===== src/rtl/qdr_pkg.sv =====
package qdr_pkg;

  localparam int N_PHASE  = 4;
  localparam int N_EVT    = 2 * N_PHASE;
  localparam int FWD_BASE = 0;
  localparam int REV_BASE = N_PHASE;

  typedef logic [1:0] phase_t;

  // {A,B} Gray level to phase index: 00->0, 01->1, 11->2, 10->3
  function automatic phase_t phase_of(input logic [1:0] ab);
    return {ab[1], ab[1] ^ ab[0]};
  endfunction

endpackage


===== src/rtl/qdr_sync.sv =====
module qdr_sync #(
  parameter int W      = 2,
  parameter int STAGES = 2
) (
  input  logic         clk,
  input  logic [W-1:0] d,
  output logic [W-1:0] q
);

  logic [W-1:0] stage [STAGES];

  always_ff @(posedge clk) stage[0] <= d;

  for (genvar g = 1; g < STAGES; g++) begin : g_stage
    always_ff @(posedge clk) stage[g] <= stage[g-1];
  end

  assign q = stage[STAGES-1];

endmodule


===== src/rtl/qdr_phase_tracker.sv =====
module qdr_phase_tracker
  import qdr_pkg::*;
(
  input  logic             clk,
  input  logic             rst,
  input  logic [1:0]       ab_s,
  output logic [N_EVT-1:0] evt,
  output logic             jump
);

  phase_t     phase_q, phase_d, new_ph;
  logic [1:0] ab_q, diff;

  always_comb begin
    diff    = ab_s ^ ab_q;
    new_ph  = phase_of(ab_s);
    evt     = '0;
    jump    = 1'b0;
    phase_d = phase_q;
    case (diff)
      2'b01, 2'b10: begin
        phase_d = new_ph;
        if (new_ph == phase_t'(phase_q + 2'd1))
          evt[FWD_BASE + int'(phase_q)] = 1'b1;
        else if (new_ph == phase_t'(phase_q - 2'd1))
          evt[REV_BASE + int'(new_ph)] = 1'b1;
      end
      2'b11:   jump = 1'b1;
      default: ;
    endcase
  end

  always_ff @(posedge clk) begin
    ab_q <= ab_s;
    if (rst) phase_q <= phase_of(ab_s);
    else     phase_q <= phase_d;
  end

endmodule


===== src/rtl/qdr_event_counter.sv =====
module qdr_event_counter #(
  parameter int           W        = 26,
  parameter bit           COUNT_UP = 1'b1,
  parameter logic [W-1:0] PRESET   = '0
) (
  input  logic         clk,
  input  logic         rst,
  input  logic         hit,
  output logic [W-1:0] q
);

  logic [W-1:0] nxt;

  if (COUNT_UP) begin : g_up
    assign nxt = q + W'(1);
  end else begin : g_down
    assign nxt = q - W'(1);
  end

  always_ff @(posedge clk) begin
    if (rst)      q <= PRESET;
    else if (hit) q <= nxt;
  end

endmodule


===== src/rtl/qdr_step_counter.sv =====
module qdr_step_counter
  import qdr_pkg::*;
#(
  parameter int CNT_W       = 26,
  parameter int SYNC_STAGES = 2
) (
  input  logic                        clk,
  input  logic                        rst,
  input  logic                        quad_a,
  input  logic                        quad_b,
  output logic [N_EVT-1:0][CNT_W-1:0] count_o,
  output logic                        jump_err_o
);

  localparam logic [CNT_W-1:0] PRESET = CNT_W'(1) << (CNT_W - 2);

  logic [1:0]       ab_s;
  logic [N_EVT-1:0] evt;
  logic             jump;

  qdr_sync #(.W(2), .STAGES(SYNC_STAGES)) u_sync (
    .clk (clk),
    .d   ({quad_a, quad_b}),
    .q   (ab_s)
  );

  qdr_phase_tracker u_track (
    .clk  (clk),
    .rst  (rst),
    .ab_s (ab_s),
    .evt  (evt),
    .jump (jump)
  );

  for (genvar i = 0; i < N_EVT; i++) begin : g_cnt
    qdr_event_counter #(
      .W        (CNT_W),
      .COUNT_UP (i < REV_BASE),
      .PRESET   (PRESET)
    ) u_cnt (
      .clk (clk),
      .rst (rst),
      .hit (evt[i]),
      .q   (count_o[i])
    );
  end

  always_ff @(posedge clk) begin
    if (rst) jump_err_o <= 1'b0;
    else     jump_err_o <= jump;
  end

endmodule


===== config.mk =====
export PLATFORM = sky130hd
export DESIGN_NAME = qdr_step_counter
export DESIGN_NICKNAME = d
export VERILOG_FILES = /design/src/rtl/qdr_pkg.sv /design/src/rtl/qdr_sync.sv /design/src/rtl/qdr_phase_tracker.sv /design/src/rtl/qdr_event_counter.sv /design/src/rtl/qdr_step_counter.sv
export SDC_FILE = /design/constraint.sdc
export NUM_CORES = 1
export LEC_CHECK = 0
export BUFFER_PORTS_ARGS = -buffer_cell sky130_fd_sc_hd__buf_2
export CAP_MARGIN = 20
export CORE_MARGIN = 2
export CORE_UTILIZATION = 50
export CTS_CLUSTER_SIZE = 20
export DETAILED_ROUTE_END_ITERATION = 12
export GPL_ROUTABILITY_DRIVEN = 0
export GPL_TIMING_DRIVEN = 0
export PLACE_DENSITY = 0.76
export SLEW_MARGIN = 20
export SYNTH_ARGS = -nofsm -noshare
export SYNTH_HDL_FRONTEND = slang
export SYNTH_SLANG_ARGS = --single-unit

===== constraint.sdc =====
create_clock -name clk -period 6.04 [get_ports clk]
set_input_delay 0.604 -clock clk [delete_from_list [all_inputs] [get_ports clk]]
set_output_delay 0.604 -clock clk [all_outputs]
set_load 0.005 [all_outputs]

# Word-level counts from Yosys, hierarchy flattened
# Memories as Yosys holds them, arrays and structs flattened.
# Cells that the tools add are included.
dict set report word_totals {
  ff_bits 213
  latch_bits 0
  ramBits 4
  rom_bits 0
  output_inout_bits 209
  memories 1
}
dict set report op_classes {
  addsub 11
  mul 0
  n_div 0
  order_cmp 4
  eq_ne 5
  n_shift 0
  mux 10
  n_bitwise 2
  n_reduce_logical 4
}
# name depth word_bits rd rd_clocked_by_memory_dff wr line
set memory_table {}
lappend memory_table {u_sync.stage 2 2 2 0 2 qdr_sync.sv:10} ;# logic [W-1:0] stage [STAGES];
# operator n
set ops {}
lappend ops {{26-bit by 1-bit adder with 26-bit output (second input constant)} 4}
lappend ops {{26-bit by 1-bit subtractor with 26-bit output (second input constant)} 4}
lappend ops {{32-bit by 1-bit greater-or-equal comparator with 1-bit output (second input constant)} 1}
lappend ops {{32-bit by 5-bit less-than comparator with 1-bit output (second input constant)} 1}
lappend ops {{8-bit 2-to-1 mux} 3}
lappend ops {{3-bit by 2-bit adder with 4-bit output (first input constant)} 1}
lappend ops {{2-bit == test} 2}
lappend ops {{2-bit == test (second input constant)} 2}
lappend ops {{2-bit by 4-bit less-than comparator with 1-bit output (second input constant)} 1}
lappend ops {{2-bit 2-to-1 mux} 2}
lappend ops {{1-bit demux with 3-bit select} 1}
lappend ops {{1-bit 2-to-1 mux} 3}
lappend ops {{2-bit by 1-bit adder with 2-bit output (second input constant)} 1}
lappend ops {{1-bit demux with 2-bit select} 1}
lappend ops {{2-bit by 1-bit == test with 1-bit output (second input constant)} 1}
lappend ops {{2-bit by 1-bit greater-or-equal comparator with 1-bit output (second input constant)} 1}
lappend ops {{1-bit logical AND} 2}
lappend ops {{2-bit nonzero test} 1}
lappend ops {{2-bit OR reduction} 1}
lappend ops {{2-bit by 1-bit subtractor with 2-bit output (second input constant)} 1}
lappend ops {{2-bit XOR} 1}
lappend ops {{1-bit XOR} 1}

# Logic depth before layout (Yosys ltp)
# Gate-level depths: netlist (run 1).
# An unclocked memory read counts as a cell.
dict set report depth {
  depth_word 10
  depth_mapped 10
  depth_no_buf 6
}

# Cells and area by module
# From an unflattened synthesis (run 1), not the netlist that was laid out.
dict set report hier_totals {
  hier_cells 1119
  hier_area_um2 10331.2
}
# module n_inst cells_each area_each_um2
set by_module_without_submodules {}
lappend by_module_without_submodules {{qdr_event_counter (g_cnt[4].u_cnt ...)} 4 133 1236.2}
lappend by_module_without_submodules {{qdr_event_counter (g_cnt[0].u_cnt ...)} 4 137 1221.2}
lappend by_module_without_submodules {qdr_phase_tracker 1 31 372.9}
lappend by_module_without_submodules {qdr_sync 1 6 95.1}
lappend by_module_without_submodules {qdr_step_counter 1 2 33.8}

# Worst setup path after synthesis (run 1)
# OpenSTA, ideal clock, no wires.
dict set report synth_timing {
  path_type {register -> register}
  start {memory u_sync.stage[1][1], in the netlist u_sync.stage[0][3]}
  end {register g_cnt[2].u_cnt.q[11]}
  setup_ps 121
  arrival_time_ps 2420
  setup_slack_ps 3499
  stages_incl_launch_ff 10
  path_buffers 3
  period_less_slack_ps 2541
  path_cell_list {dfxtp_1 -> inv_1 -> ha_1 -> xnor2_1 -> clkbuf_1 -> or4_1 -> clkbuf_1 -> clkbuf_1 -> nor3_1 -> mux2_2}
}
# element line
set synth_lines {}
lappend synth_lines {{start, declared} qdr_sync.sv:10}
lappend synth_lines {{end signal, assigned} qdr_event_counter.sv:22} ;# else if (hit) q <= nxt;
lappend synth_lines {{end, declared} qdr_event_counter.sv:9} ;# output logic [W-1:0] q

==> metrics.md, run 1 <==
| Metric | Value |
|---|---|
| R2r setup slk | `around 2.5 ns` |
| Vias in the first global route | `between 9000 and 10000` |
| CTS Sinks | `217` |
| Leakage | `5.224 nW` |
| Yosys top cell area share | `39.70%` |
| Dpl hpwl | `22980 um` |
| Peak VDD IR | `0.2334 mV` |
| Share of layout cells above drive strength 1 | `21.92%` |
| Filler instances | `1935` |
| Seq. cell area | `4364 um2` |
| Net count of the mapped netlist | `1293` |
| Pin count of the biggest net entering global routing | `13` |
| Critical path's largest stage delay | `0.75 ns` |
| Yosys warns | `0` |
| Power per cell area | `273.7 nW/um2` |
| Worst R2R Path Depth | `7` |
| Worst slew pin tran | `0.9101 ns` |
| Hold Path End | `u_sync.stage[0][1]` |
| Initial core utilization | `51.25%` |
| Hold path startpoint | `quad_a` |
| Post-synth ARST share | `0%` |
| Area of the core | `21150 um2` |
| Wire length per cell | `about 18 um` |
| Final total power | `between 0.003 and 0.004 W` |
| Synth area leader | `dfxtp_1` |
| Relative slew slack | `39.12%` |
| CP startpoint kind | `register` |
| Htree depth | `1` |
| Status | `complete, no violations` |
| # rows | `53` |
| Fmax | `about 0.28 GHz` |
| Die ar. | `22880 um2` |
| Worst-path fanout max | `10` |
| Final Cell Area | `13040 um2` |
| Crit path DAT | `3.93 ns` |
| Antenna-violating nets left | `0` |
| Die width | `151.3 um` |
| Port Buf Inserts | `211` |
| Vias | `about 11000` |
| DRT iter0 DRCs | `820` |
| CP cell instances | `inv_1 > ha_1 > xor2_1 > nand4_1 > clkbuf_1 > nor4_1 > mux2_2` |
| CTS Buf Count | `25` |
| Nets | `1531` |
| Synth unique cells | `46` |
| CP Class | `register to register` |
| Post-synth EDFFs | `2` |
| Number of cells upsized or downsized after cts | `0` |
| Yosys reg bits | `217` |
| Crit path from | `u_sync.stage[0][3]` |
| Worst-skew pair later-pin latency | `0.52 ns` |
| Hold Crit Class | `input pin to register` |
| DP Area | `12240 um2` |
| Slew Limit Fails | `0` |
| Nature of the critical path endpoint | `register` |
| Area of the multi-input gates | `just over 6000 um2` |
| Clock-pin slew on the worst setup and hold paths | `about 0.060 ns` |
| GRT overflow | `0` |
| # Post-CTS Setup Buffers | `0` |
| Syn Std Cell Area | `10840 um2` |
| Total Routing Usage GR | `27.15%` |
| Period utilization | `58.51%` |
| Setup TNS | `0 ns` |
| Reg2reg start | `u_sync.stage[0][3]` |
| CTS tree | `done` |
| Layout area overhead | `20.30%` |
| Clock Skews | `about 0.015 ns` |
| I/O pins | `roughly 210` |
| Post-synthesis cell count | `1272` |
| Final Hold Viols | `0` |
| Post-layout minimum cycle time | `around 3.5 ns` |
| Setup Viol. Count Final | `0` |
| Hold-fix buffers, CTS | `0` |
| Commonest cells after routing, fill and taps aside | `215 x buf_2, 215 x dfxtp_1, 118 x a21oi_1` |
| DR pass1 iterations | `5` |
| First-pass GRT wire length | `50360 um` |
| Max cap viols | `0` |
| Initial antenna violation count | `1` |
| Vias per inst | `around 6.1` |
| Root buffer cell | `clkbuf_16` |
| Synth Flop Type | `dfxtp_1` |
| RSZ-0062 raised after global routing | `no` |
| DIE HEIGHT | `151.3 um` |
| Required time worst endpoint | `between 6 and 7 ns` |
| Area contributors post-synth | `dfxtp_1 40%, mux2_2 6.3%, or4_1 5.5%` |
| DRC viols | `0` |
| Post-synthesis sequential area ratio | `40.25%` |
| Worst hold path depth | `1` |
| Total Wirelength | `32380 um` |
| Clock tree buffer depth | `3` |
| Syn Area/Cell | `between 8 and 9 um2` |
| FF-to-FF End | `g_cnt[5].u_cnt.q[18]` |
| CP max stage cell | `xor2_1` |
worst max-delay path: cells and delay by family, from the launching register on:
family | cells | cell delay (ns)
DFF | 1 | 0.56
adders and majority gates | 1 | 0.41
xor gates and xnor gates | 1 | 0.75
buffers and inverters | 2 | 0.49
muxes | 1 | 0.39
and+or+nand+nor | 2 | 0.82
flip-flops by register name (all words and copies together) (netlist names):
| register | count |
|---|---|
| g_cnt.u_cnt.q | 208 |
| u_sync.stage | 4 |
| u_track.ab_q | 2 |
| u_track.phase_q | 2 |
| jump_err_o | 1 |
how the worst max path moves through the flow:
stage                                      end  cells past startpoint
after floorplan           g_cnt[2].u_cnt.q[11]                      9
after global placement    g_cnt[5].u_cnt.q[11]                      8
after detailed placement  g_cnt[5].u_cnt.q[18]                      7
after CTS                 g_cnt[5].u_cnt.q[18]                      7
after global routing      g_cnt[4].u_cnt.q[21]                      7
final                     g_cnt[5].u_cnt.q[18]                      7
per-stage QoR:
stage / hold WS [ns] / setup slack (ns) / std cells / util (%)
2_1_floorplan: 0.3096 / 3.499 / 1272 / -
3_3_place_gp: 0.3120 / 2.577 / 1758 / 57.87
3_5_place_dp: 0.3121 / 2.671 / 1758 / 57.87
4_1_cts: 0.1848 / 2.581 / 1803 / 61.62
5_1_grt: 0.1856 / 2.377 / 1803 / 61.64
6_report: 0.2022 / 2.506 / 1804 / 61.65
Yosys cell counts (all sizes together), types with 12 or more instances:
cell	n
dfxtp	215
a21oi	118
nor2	105
or4	83
nor2b	66
clkbuf	64
or3	63
mux2	61
o31ai	61
nand4	51
nor4	49
nand2	48
o21ai	46
inv	38
nor3	38
nand3	35
ha	17
and4	15
xor2	15
or2	12
power breakdown:
part	switching [W]	leakage (nW)	total [W]	internal [W]
registers	0.0000569	1.76	0.00154	0.00148
clock network	0.000596	0.387	0.00148	0.000882
logic	0.000370	3.08	0.000555	0.000185
total	0.00102	5.22	0.00357	0.00255
per-layer routing:
metal,vias up,part of all wire [%],global-route usage (%)
met3,72,7.7,4.940
met5,-,0,0
li1,5260,-,-
met1,5226,44,36.89
met2,414,45,42.69
met4,0,3.7,10.84
cells by family after synthesis:
family                     share of synthesized area (%)
AOI/OAI and AO/OA                                  12.71
xor gates and xnor gates                           1.939
adders and majority gates                          1.962
buffers and inverters                              4.028
DFF                                                40.25
muxes                                              7.167
and+or+nand+nor                                    31.94
final cells by class:
class                      count  share of cell area [%]
sequential                   217                   33.46
antenna                        1                 0.01919
timing repair buffer         211                   8.097
clock inverter                 3                  0.3358
clock buffer                  42                   5.746
inverter                      39                   1.122
buffer                        72                   2.226
tap                          275                   2.638
multi-input combinational    944                   46.35
(Power assumes the default switching activity.)
==> inputs of run 2 (changes only) <==
- PLACE_DENSITY: 0.76 -> 0.79
- clock period: 6.04 -> 2.8 ns (I/O delays scaled with it)
==> metrics.md, run 2 (synthesis results as in run 1) <==
| Metric | Value |
|---|---|
| Required time worst endpoint | `3.20 ns (-3.23 ns)` |
| Initial core utilization | `51.25% (unchanged)` |
| Initial antenna violation count | `0 (-1)` |
| Port Buf Inserts | `211 (unchanged)` |
| Nature of the critical path endpoint | `register` |
| Area of the multi-input gates | `6167 um2 (+2.0%)` |
| Die ar. | `22880 um2 (unchanged)` |
| Htree depth | `1 (unchanged)` |
| Nets | `1535 (+0.26%)` |
| Largest register FFs | `208 (unchanged)` |
| Crit path from | `u_track.phase_q[1]` |
| Pin count of the biggest net entering global routing | `13 (unchanged)` |
| Max cap viols | `0 (unchanged)` |
| DIE HEIGHT | `151.3 um (unchanged)` |
| Final core utilization | `62.36% (+0.70 points)` |
| Crit path DAT | `3.13 ns (-0.80 ns)` |
| Worst-path fanout max | `10 (unchanged)` |
| I/O pins | `213 (unchanged)` |
| Hold path startpoint | `u_sync.stage[0][1]` |
| Placed cell count | `1758 (unchanged)` |
| Clock-pin slew on the worst setup and hold paths | `0.06 ns (about the same)` |
| Die width | `151.3 um (unchanged)` |
| Power per cell area | `576.3 nW/um2 (+110%)` |
| Vias | `11080 (+0.96%)` |
| Most flop-heavy register | `g_cnt.u_cnt.q` |
| Seq. cell area | `4369 um2 (+0.11%)` |
| Period utilization | `97.58% (+39 points)` |
| Filler instances | `1863 (-3.7%)` |
| Antenna-violating nets left | `0 (unchanged)` |
| Clock Skews | `0.01275 ns (-0.001972 ns)` |
| Fmax | `0.3660 GHz (+29%)` |
| Commonest non-fill, non-tap cell in the layout | `buf_2` |
| Largest regs | `g_cnt.u_cnt.q x208, u_sync.stage x4` |
| Root buffer cell | `clkbuf_16` |
| Relative slew slack | `30.41% (-8.7 points)` |
| CTS tree | `done` |
| RSZ-0062 raised after global routing | `yes` |
| Commonest cells after routing, fill and taps aside | `217 x buf_2, 213 x dfxtp_1, 118 x a21oi_1` |
| CTS Buf Count | `25 (unchanged)` |
| Non-Filler Instances | `1804 (unchanged)` |
| Hold WS | `0.3237 ns (+0.1215 ns)` |
| Final Hold Viols | `0 (unchanged)` |
| Worst slew pin tran | `1.036 ns (+0.1258 ns)` |
| Hold Crit Class | `register to register` |
| DRT iter0 DRCs | `750 (-8.5%)` |
| Vias in the first global route | `9767 (-1.0%)` |
| Total Wirelength | `32840 um (+1.4%)` |
| Final total power | `0.007603 W (+110%)` |
| Total Routing Usage GR | `27.13% (about the same)` |
| Worst-skew pair later-pin latency | `0.52 ns (about the same)` |
| DRC viols | `0 (unchanged)` |
| DR pass1 iterations | `5 (unchanged)` |
| Share of layout cells above drive strength 1 | `24.46% (+2.5 points)` |
| Post-layout minimum cycle time | `2.732 ns (-0.8015 ns)` |
| Wire length per cell | `18.20 um (+1.4%)` |
| Clock tree buffer depth | `3 (unchanged)` |
| CP Class | `register to register` |
| CTS Sinks | `217 (unchanged)` |
| Layout area overhead | `21.67%` |
| Area of the core | `21150 um2 (unchanged)` |
| Antenna cell count | `0 (-1)` |
| Vias per inst | `6.140 (+0.96%)` |
| Status | `complete, no violations` |
| GRT overflow | `0 (unchanged)` |
| Slew Limit Fails | `0 (unchanged)` |
| Setup Viol. Count Final | `0 (unchanged)` |
| Peak VDD IR | `0.4479 mV (+92%)` |
| Leakage | `5.281 nW (+1.1%)` |
| CP startpoint kind | `register` |
| Reg2reg start | `u_track.phase_q[1]` |
| # rows | `53 (unchanged)` |
| Setup TNS | `0 ns (unchanged)` |
| First-pass GRT wire length | `50320 um (about the same)` |
| Dpl hpwl | `23270 um (+1.3%)` |
[run 2: cell types whose count changed in the layout (fill, tap and decap cells not counted), sizes merged]
cell / before / now
diode: 1 / 0
buf: 219 / 229
bufinv: 1 / 0
inv: 39 / 38
clkinv: 2 / 3
clkbuf: 106 / 96
dlygate4sd3: 0 / 2
[run 2: timing repair]
action | 4_1_cts | 5_1_grt
hold buffers | 2 | 0
hold endpoints to repair | 2 | 0
buffers inserted | 3 | 2
resized for setup | 26 | 30
endpoints found under the setup margin | 197 | 66
pin swaps | 2 | 1
[run 2: final timing paths]
check                    endpoint  slack, ns  cells past startpoint
max          g_cnt[6].u_cnt.q[11]       0.07                      9
min            u_sync.stage[0][3]       0.32                      0
max reg2reg  g_cnt[6].u_cnt.q[11]       0.07                      9
min reg2reg    u_sync.stage[0][3]       0.32                      0
[run 2: cell type report]
class / instances / area share, %
plain buffers: 69 / 2.333
clock buffers: 40 / 5.549
clock inverters: 2 / 0.07588
inverters: 39 / 1.119
multi-input cells: 944 / 46.75
flip-flops and latches: 217 / 33.12
well taps: 275 / 2.608
repair buffers: 218 / 8.442
[run 2: where the power goes]
part	switching, W	internal, W	leakage (nW)
combinational	0.000821	0.000437	3.16
sequential	0.000121	0.00319	1.76
clock	0.00126	0.00177	0.364
total	0.00221	0.00540	5.28
[run 2: per-stage QoR]
step | cell area (um2) | worst slack [ns]
after floorplan | 10840 | 0.2591
after global placement | 12240 | -0.6403
after detailed placement | 12240 | -0.6553
after CTS | 13110 | 0.003125
after global routing | 13190 | -0.06543
final | 13190 | 0.06765
[run 2: critical path, stage by stage, from the launching register on]
cell and delay, ns:
edfxtp_1 0.40, inv_2 0.06, ha_1 0.37, xor2_2 0.26, buf_4 0.24, buf_4 0.22, buf_4 0.24, nand4_1 0.22
nor4_2 0.23, mux2_2 0.36
[run 2: layer usage]
layer	vias to the layer above	global-route usage (%)	wire length, um
met5	-	0	0
met2	431	43.89	15080
met1	5321	35.82	13890
li1	5251	-	-
met4	0	9.533	1135
met3	74	5.813	2735
==> inputs of run 3 (changes only) <==
- PLACE_DENSITY: 0.79 -> not set
- PLACE_DENSITY_LB_ADDON: not set -> 0.15
- clock period: 2.8 -> 2.36 ns (I/O delays scaled with it)
==> metrics.md, run 3 (synthesis results as in run 1) <==
| Metric | Value |
|---|---|
| Total Wirelength | `37170 um (+13%)` |
| Worst-skew pair later-pin latency | `0.52 ns (about the same)` |
| Hold Crit Class | `register to register` |
| Met2 usage | `44.84% (+0.95 points)` |
| GRT overflow | `0 (unchanged)` |
| Final Hold Viols | `0 (unchanged)` |
| R2r setup slk | `-0.15 ns (-0.22 ns)` |
| GR Util met1 | `38.87% (+3.1 points)` |
| CP startpoint kind | `register` |
| CP max stage cell | `or4_4` |
| Largest regs | `g_cnt.u_cnt.q x208, u_sync.stage x4` |
| Initial antenna violation count | `0 (unchanged)` |
| DP Area | `12340 um2 (+0.78%)` |
| Period utilization | `106.4% (+8.8 points)` |
| CP Class | `register to register` |
| Leakage | `6.421 nW (+22%)` |
| Total Routing Usage GR | `28.48% (+1.4 points)` |
| Most flop-heavy register | `g_cnt.u_cnt.q` |
| Int Power | `0.007171 W (+33%)` |
| Critical path's largest stage delay | `0.61 ns (+0.21 ns)` |
| Vias | `11620 (+4.9%)` |
| Setup Viol. Count Final | `75 (+75)` |
| First-pass GRT wire length | `52710 um (+4.7%)` |
| Power per cell area | `651.9 nW/um2 (+13%)` |
| Most used routing layer | `met2` |
| Setup TNS | `-4.415 ns (-4.415 ns)` |
| Status | `finished, violations left` |
| DRC viols | `0 (unchanged)` |
| Vias per inst | `6.170 (+0.48%)` |
| Root buffer cell | `clkbuf_16` |
| CTS Sinks | `217 (unchanged)` |
| Clock tree buffer depth | `3 (unchanged)` |
| Largest register FFs | `208 (unchanged)` |
| Peak VDD IR | `0.5387 mV (+20%)` |
| Wire length per cell | `19.74 um (+8.4%)` |
| Final total power | `0.01035 W (+36%)` |
| Relative slew slack | `24.08% (-6.3 points)` |
| Delay-heaviest family, CP | `simple AND/OR/NAND/NOR gates` |
| P_sw | `0.003177 W (+44%)` |
| Layout area overhead | `46.42%` |
| DIE HEIGHT | `151.3 um (unchanged)` |
| Hold WS | `0.3234 ns (-0.0003680 ns)` |
| Nature of the critical path endpoint | `register` |
| Comb power frac | `24.0% (+7.4 points)` |
| Max cap viols | `0 (unchanged)` |
| Antenna-violating nets left | `0 (unchanged)` |
| Min setup slack post-route | `-0.1500 ns (-0.2177 ns)` |
| Initial core utilization | `51.25% (unchanged)` |
| Post-layout minimum cycle time | `2.510 ns (-0.2223 ns)` |
| Seq pwr share | `38.2% (-5.4 points)` |
| Vias in the first global route | `10050 (+2.8%)` |
| DRT iter0 DRCs | `793 (+5.7%)` |
| CTS Buf Count | `25 (unchanged)` |
| CP bufs+invs | `2 (-2)` |
| Worst-path fanout max | `8 (-2)` |
| Clock-pin slew on the worst setup and hold paths | `0.06 ns (about the same)` |
| Worst slew pin tran | `1.139 ns (+0.1029 ns)` |
| Nets | `1610 (+4.9%)` |
| GR Util met3 | `6.235% (+0.42 points)` |
| # rows | `53 (unchanged)` |
| Switching part of the total | `30.70% (+1.7 points)` |
| Htree depth | `1 (unchanged)` |
| Failing checks | `setup timing` |
| Final Cell Area | `15870 um2 (+20%)` |
| Area of the core | `21150 um2 (unchanged)` |
| Dpl hpwl | `22920 um (-1.5%)` |
| Commonest non-fill, non-tap cell in the layout | `dfxtp_1` |
| I/O pins | `213 (unchanged)` |
| Required time worst endpoint | `2.80 ns (-0.40 ns)` |
| Die width | `151.3 um (unchanged)` |
| CP cell instances | `xor2_1 > ha_1 > clkinv_4 > or4_4 > buf_8 > or4_1 > a21oi_1` |
| Fmax | `0.3984 GHz (+8.9%)` |
| Crit path DAT | `2.95 ns (-0.18 ns)` |
| Final core utilization | `75.04% (+13 points)` |
| CTS tree | `done` |
| Clk pwr share | `37.8% (-2.1 points)` |
| DR pass1 iterations | `7 (+2)` |
| Share of layout cells above drive strength 1 | `39.20% (+15 points)` |
| Die ar. | `22880 um2 (unchanged)` |
| Clock Skews | `0.01107 ns (-0.001672 ns)` |
| Port Buf Inserts | `211 (unchanged)` |
| RSZ-0062 raised after global routing | `yes` |
| Slew Limit Fails | `0 (unchanged)` |
| Commonest cells after routing, fill and taps aside | `213 x dfxtp_1, 212 x buf_2, 105 x nor2_1` |
| Pin count of the biggest net entering global routing | `13 (unchanged)` |
==> run 3: cell types whose count changed in the layout (fill, tap and decap cells not counted), moves of 21 or more <==
cell / previous run / this run
a21oi_1: 118 / 89
mux2_2: 61 / 27
nor3_1: 36 / 8
or4_1: 76 / 51
nor4_1: 43 / 12
buf_4: 8 / 48
a21oi_2: 0 / 29
buf_6: 2 / 27
nor4_4: 0 / 29
o31ai_1: 58 / 35
or4_4: 6 / 32
mux2_4: 0 / 34
clkbuf_1: 58 / 37
==> run 3: layout make-up <==
cell class / count / area [um2]
Sequential cell: 217 / 4372
Inverter: 39 / 151.4
Tap cell: 275 / 344.1
Buffer: 66 / 590.6
Timing Repair Buffer: 295 / 1941
Clock buffer: 34 / 719.4
Clock inverter: 11 / 101.3
Antenna cell: 1 / 2.502
Fill cell: 1464 / 5280
Multi-Input combinational cell: 945 / 7652
==> run 3: timing repair <==
item,CTS,global route
pin swaps,61,85
hold buffers,2,0
buffers inserted,34,35
endpoints found under the hold margin,2,0
endpoints found under the setup margin,203,166
gates cloned,8,8
resized for setup,163,267
==> run 3: path summary, 6_finish.rpt <==
path         cells past startpoint                   end               start
min                              0    u_sync.stage[0][3]  u_sync.stage[0][1]
min reg2reg                      0    u_sync.stage[0][3]  u_sync.stage[0][1]
max                              7  g_cnt[3].u_cnt.q[16]  u_sync.stage[0][2]
max reg2reg                      7  g_cnt[3].u_cnt.q[16]  u_sync.stage[0][2]
==> run 3: power by group through the flow <==
| stage | registers [W] | clock network, W | logic [W] |
|---|---|---|---|
| after floorplan | 0.00399 | 0 | 0.000932 |
| after global placement | 0.00400 | 0 | 0.00140 |
| after detailed placement | 0.00401 | 0 | 0.00142 |
| after CTS | 0.00393 | 0.00393 | 0.00180 |
| after global routing | 0.00397 | 0.00409 | 0.00261 |
| final | 0.00395 | 0.00391 | 0.00248 |
==> run 3: stage by stage <==
step           cells  setup WS, ns
2_1_floorplan   1272      -0.01869
3_3_place_gp    1758       -0.8397
3_5_place_dp    1758       -0.8853
4_1_cts         1844       -0.2098
5_1_grt         1882       -0.2381
6_report        1883       -0.1500
==> run 3: layer usage <==
layer | part of all wire, % | wire length, um | up-vias
li1 | - | - | 5423
met1 | 43 | 15920 | 5660
met2 | 47 | 17490 | 456
met3 | 7.3 | 2728 | 79
met4 | 2.8 | 1033 | 0
met5 | 0 | 0 | -
